--- config.mk ---
export PLATFORM = sky130hd
export DESIGN_NAME = i2c_tgt_ctrl
export DESIGN_NICKNAME = d
export VERILOG_FILES = /design/src/rtl/i2c_tgt_pkg.sv /design/src/rtl/i2c_tgt_sync.sv /design/src/rtl/i2c_tgt_addr_match.sv /design/src/rtl/i2c_tgt_regs.sv /design/src/rtl/i2c_tgt_ctrl.sv
export SDC_FILE = /design/constraint.sdc
export NUM_CORES = 1
export LEC_CHECK = 0
export BUFFER_PORTS_ARGS = -buffer_cell sky130_fd_sc_hd__buf_2
export CAP_MARGIN = 20
export CORE_ASPECT_RATIO = 0.7
export CORE_MARGIN = 2
export CORE_UTILIZATION = 41
export CTS_BUF_LIST = sky130_fd_sc_hd__clkbuf_8
export DETAILED_ROUTE_END_ITERATION = 8
export PLACE_DENSITY = 0.69
export SLEW_MARGIN = 5
export SYNTH_ARGS = -nofsm -noshare
export SYNTH_HDL_FRONTEND = slang
export SYNTH_SLANG_ARGS = --single-unit
--- constraint.sdc ---
create_clock -name clk -period 4.2 [get_ports clk]
set_clock_uncertainty 0.15 [all_clocks]
set_input_delay 0.42 -clock clk [delete_from_list [all_inputs] [get_ports clk]]
set_output_delay 0.42 -clock clk [all_outputs]
set_load 0.01 [all_outputs]
--- src/rtl/i2c_tgt_pkg.sv ---
package i2c_tgt_pkg;
   localparam int BYTE_W = 8;
   localparam int BIT_CNT_W = 4;

   localparam int OFS_MODE   = 0;
   localparam int OFS_OWN    = 1;
   localparam int OFS_CTRL   = 2;
   localparam int OFS_STATUS = 3;
   localparam int OFS_RXDATA = 4;

   typedef enum logic [1:0] {PH_A1, PH_A2, PH_DAT} phase_t;

   typedef enum logic [2:0] {
      ST_IDLE, ST_SHIFT, ST_HOLD, ST_REL, ST_ACK, ST_SKIP
   } tgt_state_t;

   typedef struct packed {
      logic   hit;
      logic   gc;
      logic   rd;
      phase_t nxt;
   } addr_dec_t;
endpackage

--- src/rtl/i2c_tgt_sync.sv ---
module i2c_tgt_sync #(
   parameter int STAGES = 2
) (
   input  logic clk,
   input  logic rst_n,
   input  logic scl_i,
   input  logic sda_i,
   output logic scl_s,
   output logic sda_s,
   output logic scl_rise,
   output logic scl_fall,
   output logic start_det,
   output logic stop_det
);
   localparam int CHAIN_W = 2 * STAGES;

   if (STAGES < 2) begin : g_bad_stages
      $error("i2c_tgt_sync: STAGES must be at least 2");
   end

   logic [CHAIN_W-1:0] chain;
   logic               scl_q, sda_q;

   always_ff @(posedge clk or negedge rst_n) begin
      if (!rst_n) begin
         chain <= '1;
         scl_q <= 1'b1;
         sda_q <= 1'b1;
      end else begin
         chain <= {chain[CHAIN_W-3:0], scl_i, sda_i};
         scl_q <= scl_s;
         sda_q <= sda_s;
      end
   end

   assign scl_s     = chain[CHAIN_W-1];
   assign sda_s     = chain[CHAIN_W-2];
   assign scl_rise  = scl_s & ~scl_q;
   assign scl_fall  = ~scl_s & scl_q;
   assign start_det = scl_s & scl_q & sda_q & ~sda_s;
   assign stop_det  = scl_s & scl_q & ~sda_q & sda_s;
endmodule

--- src/rtl/i2c_tgt_addr_match.sv ---
module i2c_tgt_addr_match
   import i2c_tgt_pkg::*;
(
   input  logic [BYTE_W-1:0] rx_byte,
   input  phase_t            ph,
   input  logic              ten_bit,
   input  logic              gc_en,
   input  logic [1:0]        own_hi,
   input  logic [BYTE_W-1:0] own_lo,
   output addr_dec_t         dec
);
   logic gc_pat, hdr_pat, own7, own10;

   always_comb begin
      gc_pat  = (rx_byte[7:1] == 7'd0);
      hdr_pat = (rx_byte[7:3] == 5'b11110);
      own7    = !ten_bit && (rx_byte[7:1] == own_lo[6:0]);
      own10   = ten_bit && hdr_pat && (rx_byte[2:1] == own_hi);
      dec     = '{hit: 1'b1, gc: 1'b0, rd: 1'b0, nxt: PH_DAT};
      unique case (ph)
         PH_A1: begin
            dec.gc  = gc_pat;
            dec.hit = gc_pat ? gc_en : (own7 || own10);
            dec.rd  = rx_byte[0] && !gc_pat;
            dec.nxt = (ten_bit && hdr_pat && !rx_byte[0]) ? PH_A2 : PH_DAT;
         end
         PH_A2:   dec.hit = (rx_byte == own_lo);
         default: dec.hit = 1'b1;
      endcase
   end
endmodule

--- src/rtl/i2c_tgt_regs.sv ---
module i2c_tgt_regs
   import i2c_tgt_pkg::*;
#(
   parameter int REG_AW = 3
) (
   input  logic              clk,
   input  logic              rst_n,
   input  logic              reg_wr,
   input  logic [REG_AW-1:0] reg_addr,
   input  logic [BYTE_W-1:0] reg_wdata,
   output logic [BYTE_W-1:0] reg_rdata,
   input  logic              sts_match,
   input  logic              sts_gca,
   input  logic              sts_rd,
   input  logic              sts_hold,
   input  logic [BYTE_W-1:0] rx_last,
   output logic              ten_bit,
   output logic              irm_en,
   output logic              gc_en,
   output logic [1:0]        own_hi,
   output logic [BYTE_W-1:0] own_lo,
   output logic              nak_q,
   output logic              ctrl_wr
);
   localparam int MODE_W = 6;

   if (REG_AW < 3) begin : g_bad_aw
      $error("i2c_tgt_regs: REG_AW must be at least 3");
   end

   logic [MODE_W-1:0] mode_q;

   assign ctrl_wr = reg_wr && (reg_addr == REG_AW'(OFS_CTRL));

   always_ff @(posedge clk or negedge rst_n) begin
      if (!rst_n) begin
         mode_q <= '0;
         own_lo <= '0;
         nak_q  <= 1'b0;
      end else if (reg_wr) begin
         if (reg_addr == REG_AW'(OFS_MODE)) mode_q <= reg_wdata[MODE_W-1:0];
         if (reg_addr == REG_AW'(OFS_OWN))  own_lo <= reg_wdata;
         if (ctrl_wr)                       nak_q  <= reg_wdata[0];
      end
   end

   assign ten_bit = mode_q[0];
   assign irm_en  = mode_q[2];
   assign gc_en   = mode_q[3];
   assign own_hi  = mode_q[5:4];

   always_comb begin
      reg_rdata = '0;
      if (reg_addr == REG_AW'(OFS_MODE))   reg_rdata = {{(BYTE_W-MODE_W){1'b0}}, mode_q};
      if (reg_addr == REG_AW'(OFS_OWN))    reg_rdata = own_lo;
      if (reg_addr == REG_AW'(OFS_CTRL))   reg_rdata = {{(BYTE_W-1){1'b0}}, nak_q};
      if (reg_addr == REG_AW'(OFS_STATUS)) reg_rdata = {4'd0, sts_hold, sts_rd, sts_gca, sts_match};
      if (reg_addr == REG_AW'(OFS_RXDATA)) reg_rdata = rx_last;
   end
endmodule

--- src/rtl/i2c_tgt_ctrl.sv ---
module i2c_tgt_ctrl
   import i2c_tgt_pkg::*;
#(
   parameter int SYNC_STAGES = 2,
   parameter int REG_AW      = 3
) (
   input  logic              clk,
   input  logic              rst_n,
   input  logic              scl_i,
   input  logic              sda_i,
   output logic              scl_oe,
   output logic              sda_oe,
   input  logic              reg_wr,
   input  logic [REG_AW-1:0] reg_addr,
   input  logic [BYTE_W-1:0] reg_wdata,
   output logic [BYTE_W-1:0] reg_rdata,
   output logic              rx_irq
);
   localparam logic [BIT_CNT_W-1:0] FULL = BIT_CNT_W'(BYTE_W);

   logic scl_s, sda_s, scl_rise, scl_fall, start_det, stop_det;
   logic ten_bit, irm_en, gc_en, nak_q, ctrl_wr;
   logic [1:0]        own_hi;
   logic [BYTE_W-1:0] own_lo;

   tgt_state_t           st;
   phase_t               ph, nxt_ph_q;
   logic [BIT_CNT_W-1:0] cnt;
   logic [BYTE_W-1:0]    shreg, rx_q;
   logic                 sda_q, ack_ok, ack_hi, end_rd, irq_q;
   logic                 sts_match, sts_gca, sts_rd;
   addr_dec_t            dec;
   logic                 in_hold, in_ackdrv;

   i2c_tgt_sync #(.STAGES(SYNC_STAGES)) u_sync (
      .clk(clk), .rst_n(rst_n), .scl_i(scl_i), .sda_i(sda_i),
      .scl_s(scl_s), .sda_s(sda_s), .scl_rise(scl_rise), .scl_fall(scl_fall),
      .start_det(start_det), .stop_det(stop_det)
   );

   i2c_tgt_addr_match u_match (
      .rx_byte(shreg), .ph(ph), .ten_bit(ten_bit), .gc_en(gc_en),
      .own_hi(own_hi), .own_lo(own_lo), .dec(dec)
   );

   i2c_tgt_regs #(.REG_AW(REG_AW)) u_regs (
      .clk(clk), .rst_n(rst_n), .reg_wr(reg_wr), .reg_addr(reg_addr),
      .reg_wdata(reg_wdata), .reg_rdata(reg_rdata),
      .sts_match(sts_match), .sts_gca(sts_gca), .sts_rd(sts_rd),
      .sts_hold(in_hold), .rx_last(rx_q),
      .ten_bit(ten_bit), .irm_en(irm_en), .gc_en(gc_en), .own_hi(own_hi),
      .own_lo(own_lo), .nak_q(nak_q), .ctrl_wr(ctrl_wr)
   );

   assign in_hold   = (st == ST_HOLD);
   assign in_ackdrv = (st == ST_REL) || (st == ST_ACK);
   assign scl_oe    = (st == ST_HOLD) || (st == ST_REL);
   assign sda_oe    = sda_q;
   assign rx_irq    = irq_q;

   always_ff @(posedge clk or negedge rst_n) begin
      if (!rst_n) begin
         st        <= ST_IDLE;
         ph        <= PH_A1;
         nxt_ph_q  <= PH_A1;
         cnt       <= '0;
         shreg     <= '0;
         rx_q      <= '0;
         sda_q     <= 1'b0;
         ack_ok    <= 1'b0;
         ack_hi    <= 1'b0;
         end_rd    <= 1'b0;
         irq_q     <= 1'b0;
         sts_match <= 1'b0;
         sts_gca   <= 1'b0;
         sts_rd    <= 1'b0;
      end else begin
         irq_q <= 1'b0;
         if (stop_det) begin
            st    <= ST_IDLE;
            sda_q <= 1'b0;
         end else if (start_det) begin
            st    <= ST_SHIFT;
            ph    <= PH_A1;
            cnt   <= '0;
            sda_q <= 1'b0;
         end else begin
            unique case (st)
               ST_SHIFT: begin
                  if (scl_rise && cnt < FULL) begin
                     shreg <= {shreg[BYTE_W-2:0], sda_s};
                     cnt   <= cnt + 1'b1;
                  end else if (scl_fall && cnt == FULL) begin
                     rx_q     <= shreg;
                     nxt_ph_q <= dec.nxt;
                     end_rd   <= dec.rd;
                     ack_hi   <= 1'b0;
                     if (ph != PH_DAT) begin
                        sts_match <= dec.hit;
                        sts_gca   <= dec.gc;
                        sts_rd    <= dec.rd;
                     end
                     if (irm_en) begin
                        st    <= ST_HOLD;
                        irq_q <= 1'b1;
                     end else if (dec.hit && !nak_q) begin
                        st     <= ST_ACK;
                        sda_q  <= 1'b1;
                        ack_ok <= 1'b1;
                        irq_q  <= (ph == PH_DAT);
                     end else begin
                        st <= ST_SKIP;
                     end
                  end
               end
               ST_HOLD: begin
                  if (ctrl_wr) begin
                     sda_q  <= ~reg_wdata[0];
                     ack_ok <= ~reg_wdata[0];
                     st     <= ST_REL;
                  end
               end
               ST_REL: st <= ST_ACK;
               ST_ACK: begin
                  if (scl_rise) begin
                     ack_hi <= 1'b1;
                  end else if (scl_fall && ack_hi) begin
                     sda_q <= 1'b0;
                     if (ack_ok && !end_rd) begin
                        st  <= ST_SHIFT;
                        ph  <= nxt_ph_q;
                        cnt <= '0;
                     end else begin
                        st <= ST_SKIP;
                     end
                  end
               end
               default: ;
            endcase
         end
      end
   end
endmodule

After elaboration in Yosys (flattened, before gate mapping)
Cells that the tools add are included.

storage, ports and cells
  flip-flop bits (word level) = 56
  input bits = 16
  output and inout port bits = 11
  word-level logic and storage cells = 165

cells by class
  add/subtract/negate cells = 1
  $lt $le $gt $ge = 1
  equal/unequal tests = 34
  muxes and demuxes = 53
  bitwise logic cells = 15
  reduce and logical (&&, ||, !) cells = 41

operators with widths
  cell                                                    number
  two-way mux 8 bit                                       4
  two-way mux 3 bit                                       9
  two-way mux 4 bit                                       6
  inequality test 4 bit (second input constant)           6
  AND reduction 6 bit                                     4
  two-way mux 1 bit                                       21
  AND reduction 8 bit                                     2
  inequality test 2 bit (second input constant)           7
  == test 3 x 2 -> 1 bit (second input constant)          4
  two-way mux 2 bit                                       6
  one-hot mux 3 bit (4 select lines)                      1
  logical AND 1 bit                                       11
  AND reduction 5 bit                                     2
  nonzero test 2 bit                                      5
  == test 8 bit                                           1
  NOT 1 bit                                               8
  one-hot mux 4 bit (2 select lines)                      1
  AND 1 bit                                               7
  == test 7 bit                                           1
  zero test 7 bit                                         1
  == test 3 x 1 -> 1 bit (second input constant)          2
  == test 3 bit (second input constant)                   2
  two-way mux 6 bit                                       1
  inequality test 3 x 2 -> 1 bit (second input constant)  2
  other kinds (21)                                        31

Longest topological paths before layout
Gate-level depths: netlist (run 1).

  depth after elaboration = 14
  gate-level depth with buffers = 8
  depth with buffers taken out = 7

Modules after synthesis
From an unflattened synthesis (run 1), not the netlist that was laid out.

unflattened totals
  cell total of the unflattened synthesis = 270
  area total of the unflattened synthesis = 3067.9 µm²

modules (own cells, without submodules)
  module              instances  cells each  area each (µm²)
  i2c_tgt_ctrl        1          147         1740.4
  i2c_tgt_regs        1          77          873.3
  i2c_tgt_addr_match  1          36          264.0
  i2c_tgt_sync        1          10          190.2

Worst setup path before layout (run 1)
No wires, ideal clock.

  kind = register -> register
  start point = register st[1]
  end point = register cnt[2]
  setup time = 0.066 ns
  data arrival time = 2.114 ns
  required time = 3.984 ns
  slack = 1.870 ns
  stages on the path, launching flop included = 9
  path buffers = 2
  period minus slack after synthesis = 2.330 ns
  cells stage by stage = dfrtp_1 > or3b_1 > buf_2 > or3_1 > buf_2 > a21oi_4 > nor2_2 > or4b_1 > nand2_1

between the ends
  word-level cells in the longest chain between the ends = 3
  elaborated cells between the ends (all ways) = 10
  classes of those cells = eq/ne: 6; mux: 2; reduce/logical: 2

RTL lines
  element                                                                    RTL line            source
  start, declared                                                            i2c_tgt_ctrl.sv:26  tgt_state_t st;
  start signal, assigned                                                     i2c_tgt_ctrl.sv:63  st <= ST_IDLE;
  start signal, assigned                                                     i2c_tgt_ctrl.sv:80  st <= ST_IDLE;
  start signal, assigned                                                     i2c_tgt_ctrl.sv:83  st <= ST_SHIFT;
  == test 3 x 1 -> 1 bit or == test 3 bit (tied branches)                    i2c_tgt_ctrl.sv:88  unique case (st)
  inequality test 3 bit (no source line), or another cell as far along       --
  AND reduction 6 bit (no source line) or two-way mux 4 bit (tied branches)  --
  end signal, assigned                                                       i2c_tgt_ctrl.sv:92  cnt <= cnt + 1'b1;
  end, declared                                                              i2c_tgt_ctrl.sv:28  logic [BIT_CNT_W-1:0] cnt;

Several ways; a longest one is shown, not always the timed one.
A chain may end at the register's enable or synchronous reset.

Worst setup path after layout (run 1)
  start point = register st[0]
  end point = register nxt_ph_q[1]

between the ends
  word-level cells in the longest chain between the ends = 2

RTL lines
  element                               RTL line            source
  == test 3 x 1 -> 1 bit                i2c_tgt_ctrl.sv:88
  AND reduction 5 bit (no source line)  --
  end signal, assigned                  i2c_tgt_ctrl.sv:95  nxt_ph_q <= dec.nxt;
  end, declared                         i2c_tgt_ctrl.sv:27  phase_t ph, nxt_ph_q;

Every way passes these cells.

==> impl.org, run 1 <==
** Status
- Result of the run :: complete, no violations

** Logic synthesis
- In this run, synthesis produced a sequential element count of 56.
- The synthesized design contains 0 enable-type register cells.
- Counting instances in the post-synthesis netlist gives the leading cell types as 63 x nand2_1, 50 x dfrtp_1, 21 x nor2_1, 17 x clkbuf_1, 14 x a21oi_1.
- Among all cell types in the netlist, the one instantiated most often is nand2_1.
- Summing the areas of all and, or, nand and nor instances in the mapped netlist gives 22.75% of the synthesized area.
- During synthesis, Yosys emitted a total of 0 warnings.
- Multiplexer cells account for 7.058% of the synthesized area.
- By area, the combinational part of the netlist is dominated by simple AND/OR/NAND/NOR gates.
- Synthesis produced a netlist whose cell count is 316.
- Count of distinct cell types in the synthesized netlist :: 50
- Commonest register cell after synthesis :: dfrtp_1
- Summing every instance area after synthesis gives 2943 um^2.
- Biggest area consumer among synthesized cells :: dfrtp_1
- The share of synthesized area in the top cell type comes to 42.52%.
- After synthesis, the share of flip-flops with an asynchronous set or reset is 100.0%.
- Of the total synthesized cell area, the portion taken by full adders, half adders and majority gates is 0.8503%.
- When the netlist entered floorplanning its net count stood at 334.
- Per-instance average area after synthesis :: 9.313 um^2
- Sequential elements use 47.87% of the synthesized area.
- Top post-synthesis cells by area :: dfrtp_1 43%, nand2_1 8.0%, dfstp_2 5.4%, mux2_2 4.6%, xor2_1 3.0%
- Share of the synthesized netlist area taken by xor and xnor gates :: 5.357%
- The synthesized netlist devotes 12.07% of its cell area to compound gates.

** Power and ir drop
- Power density over the cells :: 486.3 nW/um^2
- Overall power consumption :: 1.570 mW
- Standby leakage power :: 1.500 nW
- Largest vdd supply drop :: 0.1775 mV

** Cells and area
- For this run, the post-layout net count is 350.
- Summing all multi-input logic gate instances after layout gives 1415 um^2.
- 0 antenna diodes ended up in the layout.
- Fill cells in the final layout number 634.
- Cells with a size suffix above 1 make up 18.32% of the layout.
- Cells fill 47.12% of the core in the end.
- Registers take 1409 um^2.
- Relative to the synthesized area, the layout overhead comes to 9.694%.

** Worst setup path
- STA classifies the critical path endpoint as a flip-flop.
- Register-to-register setup slack :: 1430 ps
- The slowest stage of the critical path belongs to the cell dfrtp_1.
- CP Data Required Time :: 4260 ps
- CP max stage delay :: 570 ps
- The worst setup path is of the reg2reg kind.
- The number of cells on the worst reg-to-reg path is 6.
- Of all nets on the critical path, the largest fanout is 15.
- Following the worst setup path forward leads to its endpoint at nxt_ph_q[1]$_DFFE_PN0P_.
- The most critical setup path has its startpoint at st[0]$_DFFE_PN0P_.
- In this run the critical register-to-register path is captured at nxt_ph_q[1]$_DFFE_PN0P_.
- Endpoint arrival time on the critical path :: 2830 ps
- The number of buffers and inverters on the critical path is 1.
- Ordered list of cells on the worst path :: or3b_1 > inv_2 > nand2b_1 > or3_1 > or4_1 > o21a_1
- Counting buffers and inverters, the worst setup path is 6 cells deep.
- Kind of cell with the highest combined delay on the critical path :: simple AND/OR/NAND/NOR gates
- Worst setup SP type :: flip-flop
- Worst R2R Start :: st[0]$_DFFE_PN0P_

** Drt
- Final antenna-violating net count :: 0
- In the routed design, unresolved DRC markers number 0.
- Total via count in the routed design :: 2340
- Detailed-router iteration count before antenna repair :: 4
- Dividing the detail-routed via count by the number of cells gives 5.480.
- The final layout contains routed wiring with a total length of 6727 um.
- Post-detailed-route wirelength per cell :: 15.75 um
- Initial DRC Count :: 140

** Place
- Routability-driven placement finished with a final weighted congestion of 0.8837.
- Prior to clock tree synthesis, the placed netlist has a worst setup slack of 1466 ps.
- Total half-perimeter wirelength after legalization and detailed placement :: 4873 um
- The count of buffers added on input and output ports is 26.

** Min path
- The min-delay analysis places its worst path in the category in2reg.
- The startpoint identified for the worst hold timing path is scl_i.

** Clocking
- The H-tree was split into 2 levels.
- Clock-pin slew was measured on the worst setup and hold paths at 100 ps.
- Root buf cell :: clkbuf_8
- Gates resized during post-CTS repair numbered 0.
- Clk Latency, worst-skew pair :: 310 ps
- TritonCTS created 5 clock buffers.
- Clock tree synthesis found a total of 56 sinks.
- The number of hold buffers added after CTS was 0.
- Maximum buffer depth of the clock tree :: 2
- TritonCTS built the clock tree.
- Once the clock tree was built, the setup fixing pass inserted 0 buffers.

** Global routing
- Aggregate global-route resource usage :: 18.29%
- Global-route wire length before repair :: 11210 um
- Summed over all layers, the global routing overflow is 0.
- Maximum number of pins on one net before global-route repair :: 57
- Initial antenna violation count :: 0
- The via count of the first global-routing pass came to 2175.

** Timing
- Timing-limited maximum frequency :: 361.7 MHz
- Setup repair after global routing left no endpoint under its margin.
- Setup violations remaining at the end of the flow were counted as 0.
- Setup total negative slack on the finished layout was measured at 0 ps.
- The clock period could shrink to 2765 ps.
- The final critical path takes up 65.84% of the cycle.
- The worst path meets setup with 1435 ps of slack.
- Final hold violation count :: 0
- Headroom to the max-slew limit came out at 33.71%.
- At the pin with the least slew margin, the transition time is 986.7 ps.
- Worst hold margin :: 47.47 ps
- The max-slew violation count was 0.

** Die
- For this configuration, the core starts out at a cell density of 42.96%.
- Pin placement for this block handled 27 I/O pins.
- Std-Cell Core Area :: 6850 um^2
- Full die area :: 7882 um^2
- The initialized floorplan defines 25 standard-cell rows.
- Chip Height :: 74.88 um
- Die outline width :: 105.3 um

** Flow run
- Across the run, the number of max-cap violations was 0.
[worst min path at each step]
stage | end | slack (ps) | cells after the start
floorplan | ack_hi$_DFFE_PN0P_ | -30 | 0
global placement | u_sync.chain[2]$_DFF_PN1_ | 200 | 0
detailed placement | u_sync.chain[2]$_DFF_PN1_ | 200 | 0
CTS | u_sync.chain[0]$_DFF_PN1_ | 30 | 1
global route | u_sync.chain[1]$_DFF_PN1_ | 20 | 1
finish | u_sync.chain[1]$_DFF_PN1_ | 50 | 1
[metal layers]
layer  wire length, um  part of all wire (%)  global-route usage [%]  vias to the layer above
met1              3479                    52                   29.58                     1137
met5                 0                     0                       0                        -
li1                  -                     -                       -                     1117
met4                48                  0.71                   5.037                        0
met2              2637                    39                   24.23                       82
met3               561                   8.3                   3.723                        4
[per-stage QoR]
stage	instances	cell area [um^2]
after floorplan	316	2943
after global placement	419	3132
after detailed placement	419	3132
after CTS	427	3228
after global routing	427	3228
final	427	3228
[report_power, final]
| part | switching, mW | internal [mW] | total (mW) |
|---|---|---|---|
| registers | 0.139 | 0.622 | 0.761 |
| clock network | 0.183 | 0.136 | 0.318 |
| logic | 0.266 | 0.225 | 0.491 |
[cells by family after synthesis]
kind of cell / Yosys count
buf+inv: 31
fa+ha+maj: 2
simple gates: 137
mux: 18
compound gates: 54
flops: 56
xor+xnor: 18
[registers in the layout (all words and copies together), names as in the netlist, 2 cells and up]
name,count
cnt,4
nxt_ph_q,2
ph,2
rx_q,8
shreg,8
st,3
u_regs.mode_q,6
u_regs.own_lo,8
u_sync.chain,4
[final cells by class]
type / instances / share of cell area, %
multi-input combinational: 229 / 43.84
clock inverter: 2 / 0.4264
sequential: 56 / 43.64
inverter: 12 / 1.395
clock buffer: 6 / 2.558
tap: 94 / 3.643
timing repair buffer: 28 / 4.496
[placed cells by master (no fill, tap or decap), types with 2 or more instances in the layout]
cell,synthesis,routed
nand2_1,63,63
dfrtp_1,50,50
buf_2,2,26
nor2_1,21,21
a21oi_1,14,14
mux2_2,12,12
inv_1,11,11
o21ai_0,11,11
xor2_1,10,10
nand3_1,9,9
xnor2_1,8,8
nor3_1,7,7
clkbuf_8,0,6
dfstp_2,6,6
nor2b_1,5,5
mux2i_1,5,5
nand2b_1,5,5
a22oi_1,4,4
nor4_1,4,4
a22o_1,4,4
a31oi_1,3,3
a211oi_1,3,3
nor3b_1,3,3
or3_1,3,3
o21a_1,3,3
o32ai_1,2,2
nand4_1,2,2
or3b_1,2,2
or4_1,2,2
nor4bb_1,2,2
a21o_1,2,2
o21ai_1,2,2
ha_1,2,2
buf_4,0,2
No activity file was read; power rests on OpenSTA's default activity.
==> run 2, diff against run 1 <==
- clock period: 4.2 -> 2.6 ns (I/O delays scaled with it)
==> run 2 against run 1 <==
Against the previous run:
- global-route usage increased by 0.52 points
- die area unchanged
- via count increased by 0.90%
- total power up 67%
- maximum frequency is 13% higher
- final cell count is 3.7% higher
- first-iteration DRC count is 27% higher
- combinational power up 93%
- register-to-register slack worse by 1300 ps
- sequential share of layout area fell by 1.7 points
- clock-buffer cell count unchanged
==> impl.org, run 2 (synthesized netlist as in run 1, its figures left out) <==
** Clocking
- Count of H-tree levels built during CTS :: 2
- Root buf cell :: clkbuf_8
- TritonCTS built the clock tree.
- In this run, CTS created clock tree buffers numbering 5.
- Clock-pin slew of the registers on the worst-case setup and hold paths :: 100 ps
- Post-CTS setup-driven buffer insertion count :: 0
- The tree built by TritonCTS fans out to 56 sinks.
- Clk Latency, worst-skew pair :: 310 ps
- The clock passes through at most 2 buffers.

** Drt
- The detail route stage leaves a number of antenna-violating nets equal to 0.
- Post-detailed-route wirelength per cell :: 15.47 um
- Before antenna repair, the detailed router went through 4 iterations.
- Initial DRC Count :: 178
- Total via count in the routed design :: 2361
- Number of remaining DRC errors :: 0
- Vias per cell :: 5.330
- Summed over all layers, the routed wires come to 6855 um.

** Timing
- Final setup fails :: 0
- Setup tns final :: 0 ps
- Final hold violation count :: 0
- Unrepaired setup endpoints after global routing :: no
- Transition time at the pin with the least slew margin :: 707.5 ps
- Derived from the worst setup path, the maximum achievable clock frequency is 407.8 MHz.
- Ratio of final minimum period to clock period :: 94.32%
- Subtracting the final worst setup slack from the clock period gives 2452 ps.
- Number of slew-limit violations in the final report :: 0
- Worst max-slew margin expressed relative to the limit :: 52.83%

** Power and ir drop
- The share of total power dissipated in the clock network is 19.3%.
- Pint :: 1.642 mW
- Power density over the cells :: 780.1 nW/um^2
- Part of the power in combinational logic :: 36.2%
- Net switching is 37.39% of the power.
- Registers are responsible for 44.5% of the overall power.
- Switching component of the power :: 0.9805 mW
- Summed over all cells, the static leakage comes to 1.579 nW.
- Across the VDD grid, the largest voltage drop is 0.3294 mV.

** Die
- Number of placement rows :: 25
- For this configuration, the core starts out at a cell density of 42.96%.
- Die outline width :: 105.3 um
- The die covers 7882 um^2.
- During I/O placement, the number of pins put on the boundary was 27.
- The floorplan step set the die height to 74.88 um.
- Std-Cell Core Area :: 6850 um^2

** Worst setup path
- Endpoint arrival time on the critical path :: 2470 ps
- Kind of capture point of the worst setup path :: flip-flop
- In this run the register-to-register setup slack is 150 ps.
- CP Data Required Time :: 2620 ps
- Kind of critical path :: reg2reg
- Depth of the worst register-to-register path :: 6
- In this run the worst path has a maximum fanout of 7.
- Ordered list of cells on the worst path :: or4_1 > nor4_4 > a21oi_1 > a31oi_1 > nor4b_1 > a211oi_1
- CP max stage delay :: 600 ps
- Capture point of the worst reg-to-reg path :: sda_oe$_DFFE_PN0P_
- Worst setup SP type :: flip-flop
- The slowest stage of the critical path belongs to the cell or4_1.
- Worst R2R Start :: shreg[6]$_DFFE_PN0P_

** Min path
- Worst hold endpoint :: u_regs.mode_q[3]$_DFFE_PN0P_
- Worst Hold Class :: in2reg
- Cells on Worst Hold Path :: 3
- Startpoint of the tightest hold check path :: reg_wdata[3]

** Cells and area
- The largest registers in the layout are rx_q x8, shreg x8, u_regs.own_lo x8.
- Post-route design area :: 3362 um^2
- After filler insertion, the fill cell instance count of the layout stands at 648.
- The net count of the finished layout is 366.
- In the layout the commonest cells are 63 x nand2_1, 50 x dfrtp_1, 26 x buf_2.
- The library cell used most frequently in the layout, excluding fill and tap cells, is nand2_1.
- Relative to the synthesized area, the layout overhead comes to 14.24%.
- Layout cells sized above 1 :: 20.92%
- Antenna fix cells :: 0

** Flow run
- Max capacitance violation total :: 0

** Place
- After detailed placement, the total cell area comes to 3229 um^2.
- Input and output buffers added on the ports amount to 26.
- Total half-perimeter wirelength after legalization and detailed placement :: 4962 um
- At the end of routability-driven placement, the weighted congestion stood at 0.9064.

** Global routing
- The via count of the first global-routing pass was 2230.
- In the global route stage, overall resource usage came out at 18.81%.
- Global-route wire length before repair :: 11560 um
- Maximum number of pins on one net before global-route repair :: 57
- Initial antenna violation count :: 0
- GRT Residual Overflow :: 0

** Status
- Result of the run :: complete, no violations
-- run 2: power groups by stage --
stage / clock, mW / sequential [mW] / combinational (mW)
floorplan: 0 / 1.11 / 0.715
global placement: 0 / 1.17 / 0.891
detailed placement: 0 / 1.18 / 0.922
CTS: 0.514 / 1.16 / 0.932
global route: 0.553 / 1.18 / 1.06
finish: 0.505 / 1.17 / 0.949
-- run 2: layout make-up --
type | count | area [um^2] | area share, %
repair buffers | 44 | 272.8 | 8.113
inverters | 12 | 45.04 | 1.340
multi-input cells | 229 | 1424 | 42.35
clock inverters | 2 | 11.26 | 0.3349
clock buffers | 6 | 82.58 | 2.456
well taps | 94 | 117.6 | 3.498
flip-flops and latches | 56 | 1409 | 41.91
-- run 2: repair_timing --
action / 4_1_cts / 5_1_grt
hold endpoints to repair: 52 / 0
hold buffers: 3 / 0
endpoints found under the setup margin: 0 / 1
resized for setup: 0 / 1
-- run 2: how the worst max path moves through the flow --
stage | cells after the start | from | slack [ps] | endpoint
2_1_floorplan | 8 | st[1]$_DFFE_PN0P_ | 270 | cnt[2]$_DFFE_PN0P_
3_3_place_gp | 6 | shreg[6]$_DFFE_PN0P_ | 300 | sda_oe$_DFFE_PN0P_
3_5_place_dp | 6 | shreg[6]$_DFFE_PN0P_ | 130 | sda_oe$_DFFE_PN0P_
4_1_cts | 6 | shreg[6]$_DFFE_PN0P_ | 100 | sda_oe$_DFFE_PN0P_
5_1_grt | 6 | shreg[6]$_DFFE_PN0P_ | 60 | sda_oe$_DFFE_PN0P_
6_report | 6 | shreg[6]$_DFFE_PN0P_ | 150 | sda_oe$_DFFE_PN0P_
-- run 2: stage by stage --
step	util, %	setup slack, ps	total power [mW]	cells	hold WS, ps
floorplan	-	269.6	1.825	316	-185.6
global placement	47.14	299.0	2.064	432	196.0
detailed placement	47.14	133.9	2.098	432	197.5
CTS	48.95	97.34	2.606	443	11.05
global route	49.08	56.26	2.800	443	6.916
finish	49.08	147.7	2.623	443	19.37
-- run 2: layer usage --
metal	global-route usage, %	wire length, um	up-vias	part of all wire [%]
met5	0	0	-	0
met4	5.185	69	0	1.0
met3	3.550	671	8	9.8
met2	25.66	2663	87	39
met1	29.98	3451	1118	50
li1	-	-	1148	-
-- run 2: worst max-delay path, delay by kind of cell (launching register included) --
| kind | cells | cell delay (ps) |
|---|---|---|
| flops | 1 | 470 |
| simple gates | 3 | 1150 |
| compound gates | 3 | 530 |
